$ cat config.mk
export PLATFORM = sky130hd
export DESIGN_NAME = bitclk_recovery
export DESIGN_NICKNAME = d
export VERILOG_FILES = /design/src/rtl/bcr_pkg.sv /design/src/rtl/bcr_edge_sync.sv /design/src/rtl/bcr_ctrl.sv /design/src/rtl/bcr_datapath.sv /design/src/rtl/bitclk_recovery.sv
export SDC_FILE = /design/constraint.sdc
export NUM_CORES = 1
export LEC_CHECK = 0
export BUFFER_PORTS_ARGS = -buffer_cell sky130_fd_sc_hd__buf_2
export CORE_AREA = 4 4 87 122
export CTS_BUF_LIST = sky130_fd_sc_hd__clkbuf_8
export DETAILED_ROUTE_END_ITERATION = 8
export DIE_AREA = 0 0 91 126
export GPL_ROUTABILITY_DRIVEN = 1
export PLACE_DENSITY = 0.53
export SYNTH_ARGS = -nofsm -noshare
export SYNTH_HDL_FRONTEND = slang
export SYNTH_SLANG_ARGS = --single-unit
export TNS_END_PERCENT = 100
$ cat constraint.sdc
create_clock -name clk -period 8.4 [get_ports clk]
set_input_delay 1.26 -clock clk [delete_from_list [all_inputs] [get_ports clk]]
set_output_delay 1.26 -clock clk [all_outputs]
set_load 0.05 [all_outputs]
$ cat src/rtl/bcr_pkg.sv
package bcr_pkg;

  // Strobes from the control to the datapath, decided once per base cycle
  typedef struct packed {
    logic clear;    // idle: force the phase back to bit start
    logic retard;   // transition in the first half: move the clock later
    logic advance;  // transition in the second half: move the clock earlier
  } bcrCtlT;

endpackage

$ cat src/rtl/bcr_edge_sync.sv
module bcr_edge_sync #(
  parameter int STAGES = 2
) (
  input  logic clk,
  input  logic rstN,
  input  logic din,
  output logic syncD,
  output logic edgeSeen
);

  logic [STAGES-1:0] chain;
  logic prevD;

  generate
    if (STAGES == 1) begin : g_single
      always_ff @(posedge clk or negedge rstN) begin
        if (!rstN) chain <= '0;
        else       chain <= din;
      end
    end else begin : g_multi
      always_ff @(posedge clk or negedge rstN) begin
        if (!rstN) chain <= '0;
        else       chain <= {chain[STAGES-2:0], din};
      end
    end
  endgenerate

  assign syncD = chain[STAGES-1];

  always_ff @(posedge clk or negedge rstN) begin
    if (!rstN) prevD <= 1'b0;
    else       prevD <= syncD;
  end

  assign edgeSeen = syncD ^ prevD;

endmodule

$ cat src/rtl/bcr_ctrl.sv
module bcr_ctrl
  import bcr_pkg::*;
#(
  parameter int PER_W  = 14,
  parameter int STEP_W = 8
) (
  input  logic              clk,
  input  logic              rstN,
  input  logic              rxEn,
  input  logic [PER_W-1:0]  bitPeriod,
  input  logic [STEP_W-1:0] stepSize,
  input  logic [PER_W-1:0]  phase,
  input  logic              edgeSeen,
  output logic              run,
  output bcrCtlT            ctl
);

  logic [PER_W-1:0] half;
  logic             cfgOk;

  assign half  = bitPeriod >> 1;
  assign cfgOk = (bitPeriod >= PER_W'(2)) && (stepSize != '0);
  assign run   = rxEn && cfgOk;

  always_comb begin
    ctl         = '0;
    ctl.clear   = !run;
    ctl.retard  = run && edgeSeen && (phase != '0) && (phase < half);
    ctl.advance = run && edgeSeen && (phase >= half);
  end

  // an idle cycle sends the phase back to bit start
  p_clear_r2: assert property (@(posedge clk) disable iff (!rstN)
    !run |=> (phase == '0));

  // a transition at bit start leaves the count running normally
  p_aligned_r8: assert property (@(posedge clk) disable iff (!rstN)
    (run && edgeSeen && phase == '0) |=> (phase == PER_W'(1)));

  // a delay never moves the phase forward
  p_retard_r6: assert property (@(posedge clk) disable iff (!rstN)
    ctl.retard |=> (phase <= $past(phase)));

endmodule

$ cat src/rtl/bcr_datapath.sv
module bcr_datapath
  import bcr_pkg::*;
#(
  parameter int PER_W  = 14,
  parameter int STEP_W = 8
) (
  input  logic              clk,
  input  logic              rstN,
  input  bcrCtlT            ctl,
  input  logic              run,
  input  logic [PER_W-1:0]  bitPeriod,
  input  logic [STEP_W-1:0] stepSize,
  input  logic              syncD,
  output logic [PER_W-1:0]  phase,
  output logic              recClkQ,
  output logic              recData
);

  localparam int WIDE  = (PER_W > STEP_W) ? PER_W : STEP_W;
  localparam int SUM_W = WIDE + 2;

  logic [SUM_W-1:0] incr, fwd, back, perExt, stepExt;
  logic [PER_W-1:0] phaseNext, half;
  logic             runQ;

  assign half    = bitPeriod >> 1;
  assign perExt  = SUM_W'(bitPeriod);
  assign stepExt = SUM_W'(stepSize);
  assign incr    = SUM_W'(phase) + SUM_W'(1);
  assign fwd     = incr + stepExt;
  assign back    = (incr >= stepExt) ? (incr - stepExt) : '0;

  always_comb begin
    if (ctl.clear)        phaseNext = '0;
    else if (ctl.advance) phaseNext = (fwd >= perExt) ? '0 : fwd[PER_W-1:0];
    else if (ctl.retard)  phaseNext = back[PER_W-1:0];
    else                  phaseNext = (incr >= perExt) ? '0 : incr[PER_W-1:0];
  end

  always_ff @(posedge clk or negedge rstN) begin
    if (!rstN) begin
      phase   <= '0;
      recClkQ <= 1'b0;
      recData <= 1'b0;
      runQ    <= 1'b0;
    end else begin
      phase   <= phaseNext;
      recClkQ <= run && (phaseNext >= half);
      runQ    <= run;
      if (run && phaseNext == half) recData <= syncD;
    end
  end

  // idle drops the clock
  p_idle_low_r2: assert property (@(posedge clk) disable iff (!rstN)
    !run |=> !recClkQ);

  // phase stays inside the bit while running on a steady period
  p_phase_bound_r3: assert property (@(posedge clk) disable iff (!rstN)
    (runQ && $stable(bitPeriod)) |-> (phase < bitPeriod));

  // an advance moves forward or snaps to bit start
  p_advance_r7: assert property (@(posedge clk) disable iff (!rstN)
    ctl.advance |=> ((phase > $past(phase)) || (phase == '0)));

  // retimed data only moves together with a high clock
  p_capture_r9: assert property (@(posedge clk) disable iff (!rstN)
    !$stable(recData) |-> recClkQ);

endmodule

$ cat src/rtl/bitclk_recovery.sv
module bitclk_recovery
  import bcr_pkg::*;
#(
  parameter int PER_W       = 14,
  parameter int STEP_W      = 8,
  parameter int SYNC_STAGES = 2
) (
  input  logic              clk,
  input  logic              rstN,
  input  logic              rxEn,
  input  logic              clkOutEn,
  input  logic [PER_W-1:0]  bitPeriod,
  input  logic [STEP_W-1:0] stepSize,
  input  logic              rxData,
  output logic              recClk,
  output logic              recData
);

  logic             syncD, edgeSeen, run, recClkQ;
  logic [PER_W-1:0] phase;
  bcrCtlT           ctl;

  bcr_edge_sync #(.STAGES(SYNC_STAGES)) u_sync (
    .clk(clk), .rstN(rstN), .din(rxData), .syncD(syncD), .edgeSeen(edgeSeen)
  );

  bcr_ctrl #(.PER_W(PER_W), .STEP_W(STEP_W)) u_ctrl (
    .clk(clk), .rstN(rstN), .rxEn(rxEn), .bitPeriod(bitPeriod),
    .stepSize(stepSize), .phase(phase), .edgeSeen(edgeSeen),
    .run(run), .ctl(ctl)
  );

  bcr_datapath #(.PER_W(PER_W), .STEP_W(STEP_W)) u_dp (
    .clk(clk), .rstN(rstN), .ctl(ctl), .run(run), .bitPeriod(bitPeriod),
    .stepSize(stepSize), .syncD(syncD), .phase(phase),
    .recClkQ(recClkQ), .recData(recData)
  );

  assign recClk = recClkQ & clkOutEn;

endmodule

# Yosys cells after proc, flatten, opt, wreduce, memory -nomap -nowiden
# Cells that the tools add are included.
op_classes:
  addsub: 3
  n_lt_le_gt_ge: 7
  eq_ne: 1
  muxes: 6
  bitwise_logic: 2
  reduce_logical: 10
op_table:
  columns: ["op", "n"]
  rows:
  - ["$mux 14", 6]
  - ["$ge 14x13->1", 2]
  - ["$add 15x8->16", 1]
  - ["$ge 16x14->1", 1]
  - ["$add 14x1->15 const B", 1]
  - ["$ge 15x14->1", 1]
  - ["$ge 15x8->1", 1]
  - ["$eq 14x13->1", 1]
  - ["$ge 14x2->1 const B", 1]
  - ["$lt 14x13->1", 1]
  - ["$reduce_bool 14->1", 1]
  - ["$sub 14x8->14", 1]
  - ["$logic_and 1x1->1", 8]
  - ["$reduce_bool 8->1", 1]
  - ["$and 1x1->1", 1]
  - ["$xor 1x1->1", 1]
word_totals:
  regBits: 19
  in_bits: 27
  out_inout_bits: 2
  wordCells: 34

# Longest topological paths before layout
# Gate-level depths: netlist of run 1.
logic_depth:
  ltp_word: 11
  mapped_depth: 27
  mapped_depth_nobuf: 26

# Modules after synthesis
# A second synthesis of run 1 with hierarchy kept.
hier_totals:
  hier_cells: 457
  hier_area_um2: 3686.0
modules_own_cells:
  columns: ["mod", "instances", "cells_each", "area_per_inst_um2", "seq_area_each_um2"]
  rows:
  - ["bcr_datapath", 1, 386, 3130.5, 400.4]
  - ["bcr_ctrl", 1, 66, 465.4, 0.0]
  - ["bcr_edge_sync", 1, 4, 83.8, 75.1]
  - ["bitclk_recovery", 1, 1, 6.3, 0.0]

# Worst setup path before layout of run 1
# Ideal clock, no wire load.
synth_timing:
  kind: "in2reg"
  startpoint: "in stepSize[0]"
  endpoint: "reg u_dp.recData"
  arrival_ns: 6.057
  required_ns: 8.275
  slack_ns: 2.218
  cell_stages: 23
  n_path_buf: 0
  path_cell_list: "ha_1 > inv_1 > fa_1 > o21ba_2 > nor2_1 > o31ai_1 > a211o_1 > a21o_1 > a22oi_1 > ha_1 > a21oi_1 > a21boi_0 > o311a_1 > a2111oi_0 > o221ai_1 > nor2_1 > a22o_1 > ha_1 > and3_1 > and3_1 > nand3_1 > a2111oi_2 > mux2_4"
synth_via:
  elab_chain_len: 11
  elab_cells_between_ends: 18
synth_lines:
  columns: ["item", "line", "source"]
  rows:
  - ["from (decl)", "bitclk_recovery.sv:13", "input logic [STEP_W-1:0] stepSize,"]
  - ["parallel branches: the longest is 8 deep, another holds $add 15x8->16", null, null]
  - ["$mux 14 (*)", "bcr_datapath.sv:34", "if (ctl.clear) phaseNext = '0;"]
  - ["via u_dp.phaseNext[5]", "bcr_datapath.sv:23", "logic [PER_W-1:0] phaseNext, half;"]
  - ["$eq 14x13->1 (*)", "bcr_datapath.sv:50", "if (run && phaseNext == half) recData <= syncD;"]
  - ["$logic_and 1x1->1 (*)", "bcr_datapath.sv:50", null]
  - ["to (signal assigned)", "bcr_datapath.sv:50", null]
  - ["to (decl)", "bcr_datapath.sv:16", "output logic recData"]
# Mark *: on every way through the listed nets, which the timed path passes.
# A chain may end at the register's enable or synchronous reset.

# Worst setup path in the final report of run 1
layout_timing:
  startpoint: "reg u_dp.phase[0]"
  endpoint: "reg u_dp.recData"
layout_via:
  elab_chain_len: 8
  elab_cells_between_ends: 20
layout_lines:
  columns: ["item", "line", "source"]
  rows:
  - ["from (decl)", "bcr_datapath.sv:14", "output logic [PER_W-1:0] phase,"]
  - ["from (signal assigned)", "bcr_datapath.sv:47", "phase <= phaseNext;"]
  - ["$add 14x1->15 or $reduce_bool 14->1 (tied branches)", "bcr_datapath.sv:29, bcr_ctrl.sv:28", null]
  - ["$add 15x8->16, or another cell as far along", "bcr_datapath.sv:30", "assign fwd = incr + stepExt;"]
  - ["$ge 16x14->1, or another cell as far along", "bcr_datapath.sv:35", "else if (ctl.advance) phaseNext = (fwd >= perExt) ? '0 : fwd[PER_W-1:0];"]
  - ["$mux 14, on equally long branches", "bcr_datapath.sv:35, bcr_datapath.sv:36", null]
  - ["$mux 14 (*)", "bcr_datapath.sv:35", null]
  - ["$mux 14 (*)", "bcr_datapath.sv:34", null]
  - ["via u_dp.phaseNext[10]", "bcr_datapath.sv:23", null]
  - ["$eq 14x13->1 (*)", "bcr_datapath.sv:50", null]
  - ["$logic_and 1x1->1 (*)", "bcr_datapath.sv:50", null]
# Mark *: on every way through the listed nets, which the timed path passes. The rest lies on a longest branch.

==> flow_metrics.py, run 1 <==
metrics = {
    "run_status": {
        "status": "finished clean",
    },
    "critical_path": {
        "cp_common_cell": "ha_1",
        "crit_buf_inv": 0,
        "crit_fanout": 8,
        "cp.required_ns": 8.56,
        "r2r-start": "u_dp.phase[0]$_DFF_PN0_",
        "cpLargestDelayFamily": "compound AO/OA/AOI/OAI gates",
        "reg2reg_depth": 24,
        "crit_path_end": "u_dp.recData$_DFFE_PN0P_",
        "startpoint_type": "register",
        "worst_setup_path_end_kind": "register",
        "r2r_slack_ns": 1.38,
        "crit_chain": "ha_1 -> nand3_1 -> xnor2_1 -> ha_1 -> a21oi_1 -> o31ai_1 -> a211o_1 -> a21o_1 -> a22oi_1 -> ha_1 -> a21oi_1 -> a21boi_0 -> o311a_1 -> a2111oi_0 -> o221ai_1 -> nor2_1 -> nand2_1 -> o211ai_1 -> ha_1 -> nand3_1 -> nor2_1 -> nand3_1 -> a2111oi_2 -> mux2_4",
        "crit_arrival_ns": 7.18,
        "r2r-end": "u_dp.recData$_DFFE_PN0P_",
        "max_stage_delay_ns": 0.62,
        "crit_slowest_cell": "xnor2_1",
        "crit_type": "reg -> reg",
        "crit_cells": 24,
        "crit_path_start": "u_dp.phase[0]$_DFF_PN0_",
    },
    "timing": {
        "setup_violations": 0,
        "fin_skew_ns": 0.00256,
        "tightest_slew_ns": 1.10,
        "slew_viol_final": 0,
        "worst_slack_ns": 1.38,
        "grt_setup_unrepaired": "no",
        "timing.setup.tns_ns": 0,
        "min_period_ns": 7.02,
        "slew_headroom_pct": 26.2,
        "post-route-period-util_pct": 83.6,
        "hold_viol_final": 0,
        "max_freq_ghz": 0.142,
    },
    "placed_design": {
        "io_buffers": 28,
        "place_ws_ns": 1.49,
        "dp_hpwl_mm": 10.2,
        "place_congestion": 0.905,
    },
    "synthesis": {
        "synthXorXnorAreaFrac_pct": 7.17,
        "ys_async_sr_fraction_pct": 100,
        "yosys.cell_types.count": 72,
        "synthFlopType": "dfrtp_1",
        "syn_area_mm2": 0.00364,
        "synthMuxAreaShare_pct": 0.961,
        "yosysTopAreaCell": "ha_1",
        "ys_seq_area_share_pct": 13.0,
        "syn_inst": 452,
        "synth.area.top_cells": "ha_1, dfrtp_1, xnor2_1, inv_1, a21oi_1",
        "synthAdderAreaFrac_pct": 26.2,
        "yosys.area_share.simple_pct": 23.7,
        "synth.top_cell.area_share_pct": 25.1,
        "synth-compound-area-share_pct": 23.2,
        "postSynthAreaPerCell_um2": 8.06,
        "ys_ff_latch": 19,
        "yosysWarnings": 0,
        "synth_edf_count": 0,
        "syn_nets": 554,
        "synth_top_family_by_area": "adder cells",
    },
    "clocking": {
        "post_cts_buffers": 0,
        "cts_sinks": 19,
        "cts_resized": 0,
        "cts_root_buf": "clkbuf_8",
        "clk_latency_ns": 0.26,
        "cts_buffer_depth": 2,
        "cts_tree": "built",
        "cts_made_buffers": 3,
        "cts_hold_buf": 0,
        "path_clk_slew_ns": 0.08,
        "cts.htree.levels": 1,
    },
    "floorplan": {
        "core-area_mm2": 0.00946,
        "die_y_um": 126,
        "num_io_pins": 29,
        "die_w_um": 91,
        "die_area_mm2": 0.0115,
        "rows": 42,
        "start_util_pct": 38.5,
    },
    "hold_path": {
        "hold_path_class": "reg -> reg",
    },
    "grt": {
        "grt_pass1_wl_mm": 19.1,
        "grt_max_degree": 20,
        "antenna_found_initial": 0,
        "overflow": 0,
        "grt_use_total_pct": 21.3,
        "grt_pass1_vias": 3462,
    },
    "pwr": {
        "ir_drop_uv": 96.5,
        "p_leak_nw": 1.97,
        "powerDensity_mw_per_mm2": 242,
    },
    "final_layout": {
        "n_antenna_cell": 0,
        "multiInputGateArea_mm2": 0.00296,
        "area_growth_pct": 8.00,
        "seqCellArea_um2": 475,
        "drive_above_1_share_pct": 10.9,
        "layout_commonest_cell": "ha_1",
        "fill_cells": 982,
        "layout_common_cells": "ha_1, inv_1, nor2_1, buf_2, a21oi_1",
        "fin_nets": 580,
    },
    "route": {
        "routed-via-count": 3565,
        "drc": 0,
        "wire_per_inst_um": 20.8,
        "viasPerCell": 6.07,
        "drt_wl_total_mm": 12.2,
        "drtPass1Iterations": 4,
        "drtAntennaViolNets": 0,
        "first_iter_violations": 232,
    },
    "job": {
        "drv_cap": 0,
    },
}
[cell type report]
class / count / share of cell area (%)
multi-input cells: 382 / 75.1
flip-flops and latches: 19 / 12.1
repair buffers: 32 / 4.32
inverters: 40 / 3.81
well taps: 110 / 3.50
clock buffers: 3 / 1.05
clock inverters: 1 / 0.0954
[worst min-delay path by stage]
stage | depth (start not counted) | to | slack, ns | startpoint
floorplan | 0 | u_sync.chain[1]$_DFF_PN0_ | 0.33 | u_sync.chain[0]$_DFF_PN0_
global placement | 0 | u_sync.chain[1]$_DFF_PN0_ | 0.33 | u_sync.chain[0]$_DFF_PN0_
finish | 0 | u_sync.chain[1]$_DFF_PN0_ | 0.37 | u_sync.chain[0]$_DFF_PN0_
global route | 0 | u_sync.chain[1]$_DFF_PN0_ | 0.38 | u_sync.chain[0]$_DFF_PN0_
detailed placement | 0 | u_sync.chain[1]$_DFF_PN0_ | 0.34 | u_sync.chain[0]$_DFF_PN0_
CTS | 0 | u_sync.chain[1]$_DFF_PN0_ | 0.37 | u_sync.chain[0]$_DFF_PN0_
[through the flow]
stage / instance area [um^2] / cells / utilization (%) / hold slack (ns) / power [W]
5_1_grt: 3940 / 587 / 41.6 / 0.379 / 0.00105
3_3_place_gp: 3890 / 583 / 41.1 / 0.332 / 0.000868
4_1_cts: 3940 / 587 / 41.6 / 0.368 / 0.000949
3_5_place_dp: 3890 / 583 / 41.1 / 0.336 / 0.000878
6_report: 3940 / 587 / 41.6 / 0.367 / 0.000952
2_1_floorplan: 3640 / 452 / - / 0.331 / 0.000676
[power breakdown]
part           switching (W)  leakage [nW]  internal (W)
Clock              0.0000350        0.0269     0.0000327
Sequential         0.0000600         0.256      0.000111
Combinational       0.000426          1.69      0.000287
Total               0.000521          1.97      0.000431
[synth_stat cells (3+ instances only)]
library cell  count
ha_1             73
inv_1            38
nor2_1           28
a21oi_1          27
nand2_1          22
nand3_1          21
dfrtp_1          19
o21ai_0          18
xnor2_1          18
nand4_1          17
a21o_1           13
nor4_1           11
xor2_1           10
nand2b_1          9
nor3_1            9
a22o_1            7
buf_2             7
a31oi_1           6
and3_1            6
a211oi_1          5
and4_1            5
nor2b_1           5
o211ai_1          4
or3_1             4
a211o_1           3
a21boi_0          3
a31o_2            3
o21a_1            3
o221ai_1          3
o31ai_1           3
[routing by layer]
metal  track usage (%)  wire, um  vias up
li1                  -         -     1765
met1              25.5      4950     1632
met2              36.5      5960      127
met3              1.91       475       41
met4              12.9       819        0
met5                 0         0        -
[cell families after synthesis]
family / count (synthesis)
AND/OR/NAND/NOR: 155
AO/OA/AOI/OAI: 120
adder cells (fa/ha/maj): 75
buffers and inverters: 51
XOR/XNOR: 29
flip-flops: 19
multiplexers: 3
[state kept, by name, indices dropped and copies added (netlist names)]
register      count
u_dp.recData      1
u_dp.recClkQ      1
u_sync.prevD      1
u_sync.chain      2
u_dp.phase       14
(Power assumes the default switching activity.)
==> run 2: changes to the inputs <==
--- a/config.mk
+++ b/config.mk
@@ -5,11 +5,12 @@
 export SDC_FILE = /design/constraint.sdc
 export NUM_CORES = 1
 export LEC_CHECK = 0
+export ABC_AREA = 1
 export BUFFER_PORTS_ARGS = -buffer_cell sky130_fd_sc_hd__buf_2
-export CORE_AREA = 4 4 87 122
+export CORE_AREA = 4 4 89 125
 export CTS_BUF_LIST = sky130_fd_sc_hd__clkbuf_8
 export DETAILED_ROUTE_END_ITERATION = 8
-export DIE_AREA = 0 0 91 126
+export DIE_AREA = 0 0 93 129
 export GPL_ROUTABILITY_DRIVEN = 1
 export PLACE_DENSITY = 0.53
 export SYNTH_ARGS = -nofsm -noshare
==> constraint.sdc (replaced) <==
create_clock -name clk -period 6.9 [get_ports clk]
set_input_delay 1.035 -clock clk [delete_from_list [all_inputs] [get_ports clk]]
set_output_delay 1.035 -clock clk [all_outputs]
set_load 0.05 [all_outputs]
==> run 2 against run 1 <==
  * First-iteration DRC count shrank 16%
  * Utilization grew 0.31 points
  * Register-to-register slack lost 0.06 ns
  * Sequential power grew 23%
  * Critical path depth grew 8
  * Clock-buffer cell count is the same
  * Sequential share of layout area shrank 0.62 points
  * Final area grew 5.4%
  * Routed wire length grew 1.9%
  * Clock skew grew 0.0044 ns
  * Worst hold slack lost 0.011 ns
  * Critical path type unchanged
==> flow_metrics.py, run 2 <==
metrics = {
    "clocking": {
        "cts.htree.levels": 1,
        "cts_sinks": 19,
        "cts_buffer_depth": 2,
        "post_cts_buffers": 0,
        "cts_root_buf": "clkbuf_8",
        "path_clk_slew_ns": 0.08,
        "cts_made_buffers": 3,
        "cts_resized": 0,
        "cts_hold_buf": 0,
        "cts_tree": "built",
        "clk_latency_ns": 0.26,
    },
    "timing": {
        "slew_headroom_pct": 63.1,
        "max_freq_ghz": 0.179,
        "timing.setup.tns_ns": 0,
        "grt_setup_unrepaired": "no",
        "fin_skew_ns": 0.00699,
        "post-route-period-util_pct": 81.0,
        "slew_viol_final": 0,
        "tightest_slew_ns": 0.550,
        "setup_violations": 0,
        "min_period_ns": 5.59,
        "hold_viol_final": 0,
    },
    "final_layout": {
        "top_regs": "u_dp.phase x14, u_sync.chain x2",
        "layout_common_cells": "nand2_1, inv_1, ha_1",
        "area_growth_pct": 8.61,
        "fin_area_mm2": 0.00415,
        "layout_commonest_cell": "nand2_1",
        "largest_reg_flops": 14,
        "fin_nets": 712,
        "regMostFlops": "u_dp.phase",
        "drive_above_1_share_pct": 11.7,
        "n_antenna_cell": 0,
    },
    "placed_design": {
        "place_congestion": 0.899,
        "io_buffers": 28,
        "dp_hpwl_mm": 10.6,
        "placed_cell_area_mm2": 0.00410,
    },
    "route": {
        "drt_wl_total_mm": 12.4,
        "drtAntennaViolNets": 0,
        "drc": 0,
        "wire_per_inst_um": 16.7,
        "first_iter_violations": 196,
        "routed-via-count": 3895,
        "drtPass1Iterations": 5,
        "viasPerCell": 5.24,
    },
    "synthesis": {
        "syn_area_mm2": 0.00382,
        "ys_ff_latch": 19,
        "synth.most_common_cell": "nand2_1",
        "synth.area.top_cells": "ha_1, dfrtp_1, nand2_1, inv_1, a21oi_1",
        "yosysWarnings": 0,
        "ys_async_sr_fraction_pct": 100,
        "ys_seq_area_share_pct": 12.4,
        "syn_nets": 685,
        "synthTopCellsByCount": "nand2_1, inv_1, ha_1",
        "synth.top_cell.area_share_pct": 23.9,
        "synthFlopType": "dfrtp_1",
        "yosys.cell_types.count": 39,
        "postSynthAreaPerCell_um2": 6.55,
        "synth_edf_count": 0,
        "syn_inst": 583,
        "yosysTopAreaCell": "ha_1",
    },
    "floorplan": {
        "start_util_pct": 38.6,
        "die_area_mm2": 0.0120,
        "rows": 43,
        "core-area_mm2": 0.00990,
        "die_y_um": 129,
        "num_io_pins": 29,
        "die_w_um": 93,
    },
    "pwr": {
        "powerDensity_mw_per_mm2": 378,
        "p_leak_nw": 2.40,
        "ir_drop_uv": 160,
        "p_total_w": 0.00157,
    },
    "critical_path": {
        "crit_arrival_ns": 5.74,
        "crit_fanout": 11,
        "startpoint_type": "register",
        "cp_common_cell": "nand2_1",
        "worst_setup_path_end_kind": "register",
        "max_stage_delay_ns": 0.48,
        "crit_slowest_cell": "a221oi_1",
        "crit_type": "reg -> reg",
        "cp.required_ns": 7.06,
    },
    "grt": {
        "grt_use_total_pct": 21.5,
        "antenna_found_initial": 0,
        "grt_util_met1_pct": 26.0,
        "grt.met3_usage_pct": 2.28,
        "grt_pass1_wl_mm": 20.2,
        "grt_max_degree": 20,
        "grt_pass1_vias": 3879,
        "overflow": 0,
        "grt.busiest_layer": "met2",
        "grt_use_met2_pct": 40.6,
    },
    "run_status": {
        "status": "finished clean",
    },
    "job": {
        "drv_cap": 0,
    },
    "hold_path": {
        "hold_path_class": "reg -> reg",
    },
}
-- run 2: logic make-up after synthesis --
family | synth area share [%]
compound gates | 13.1
simple gates | 34.0
xor+xnor | 5.50
flops | 12.4
fa+ha+maj | 25.0
buf+inv | 10.0
-- run 2: where the power goes --
group          internal (W)   total, W  switching, W
sequential         0.000146   0.000211     0.0000646
combinational      0.000443    0.00128      0.000834
clock             0.0000402  0.0000800     0.0000398
-- run 2: final cells by class --
type / instances / area (um^2)
clock buffer: 3 / 41.3
clock inverter: 1 / 5.00
fill: 1109 / 5750
inverter: 93 / 349
multi-input combinational: 464 / 2960
sequential: 19 / 475
tap: 135 / 169
timing repair buffer: 29 / 148
-- run 2: metal layers --
| layer | share of wire (%) | wire (um) |
|---|---|---|
| met2 | 51 | 6400 |
| met1 | 43 | 5320 |
| met4 | 2.5 | 308 |
| met3 | 3.3 | 410 |
| met5 | 0 | 0 |
-- run 2: worst max-delay path: cells and delay by family, from the launching register on --
kind / cells / cell delay [ns]
xor gates and xnor gates: 2 / 0.43
buffers and inverters: 7 / 0.67
and+or+nand+nor: 14 / 1.45
DFF: 1 / 0.47
adders and majority gates: 4 / 1.34
AOI/OAI and AO/OA: 5 / 1.11
-- run 2: through the flow --
stage,worst slack [ns],hold WS (ns),instances,util [%]
after CTS,1.36,0.361,744,41.9
after global placement,1.26,0.336,740,41.5
after global routing,0.775,0.379,744,41.9
after floorplan,2.09,0.331,583,-
final,1.31,0.356,744,41.9
after detailed placement,1.22,0.338,740,41.5
-- run 2: path summary, 6_finish.rpt --
| path | end | cells after the start | slack (ns) | from |
|---|---|---|---|---|
| min | u_sync.chain[1]$_DFF_PN0_ | 0 | 0.36 | u_sync.chain[0]$_DFF_PN0_ |
| max reg2reg | u_dp.recClkQ$_DFF_PN0_ | 32 | 1.31 | u_dp.phase[0]$_DFF_PN0_ |
| min reg2reg | u_sync.chain[1]$_DFF_PN0_ | 0 | 0.36 | u_sync.chain[0]$_DFF_PN0_ |
| min in group asynchronous | u_dp.recClkQ$_DFF_PN0_ | 1 | 0.71 | rstN |
| max in group asynchronous | u_dp.phase[1]$_DFF_PN0_ | 1 | 5.87 | rstN |
| max | u_dp.recClkQ$_DFF_PN0_ | 32 | 1.31 | u_dp.phase[0]$_DFF_PN0_ |
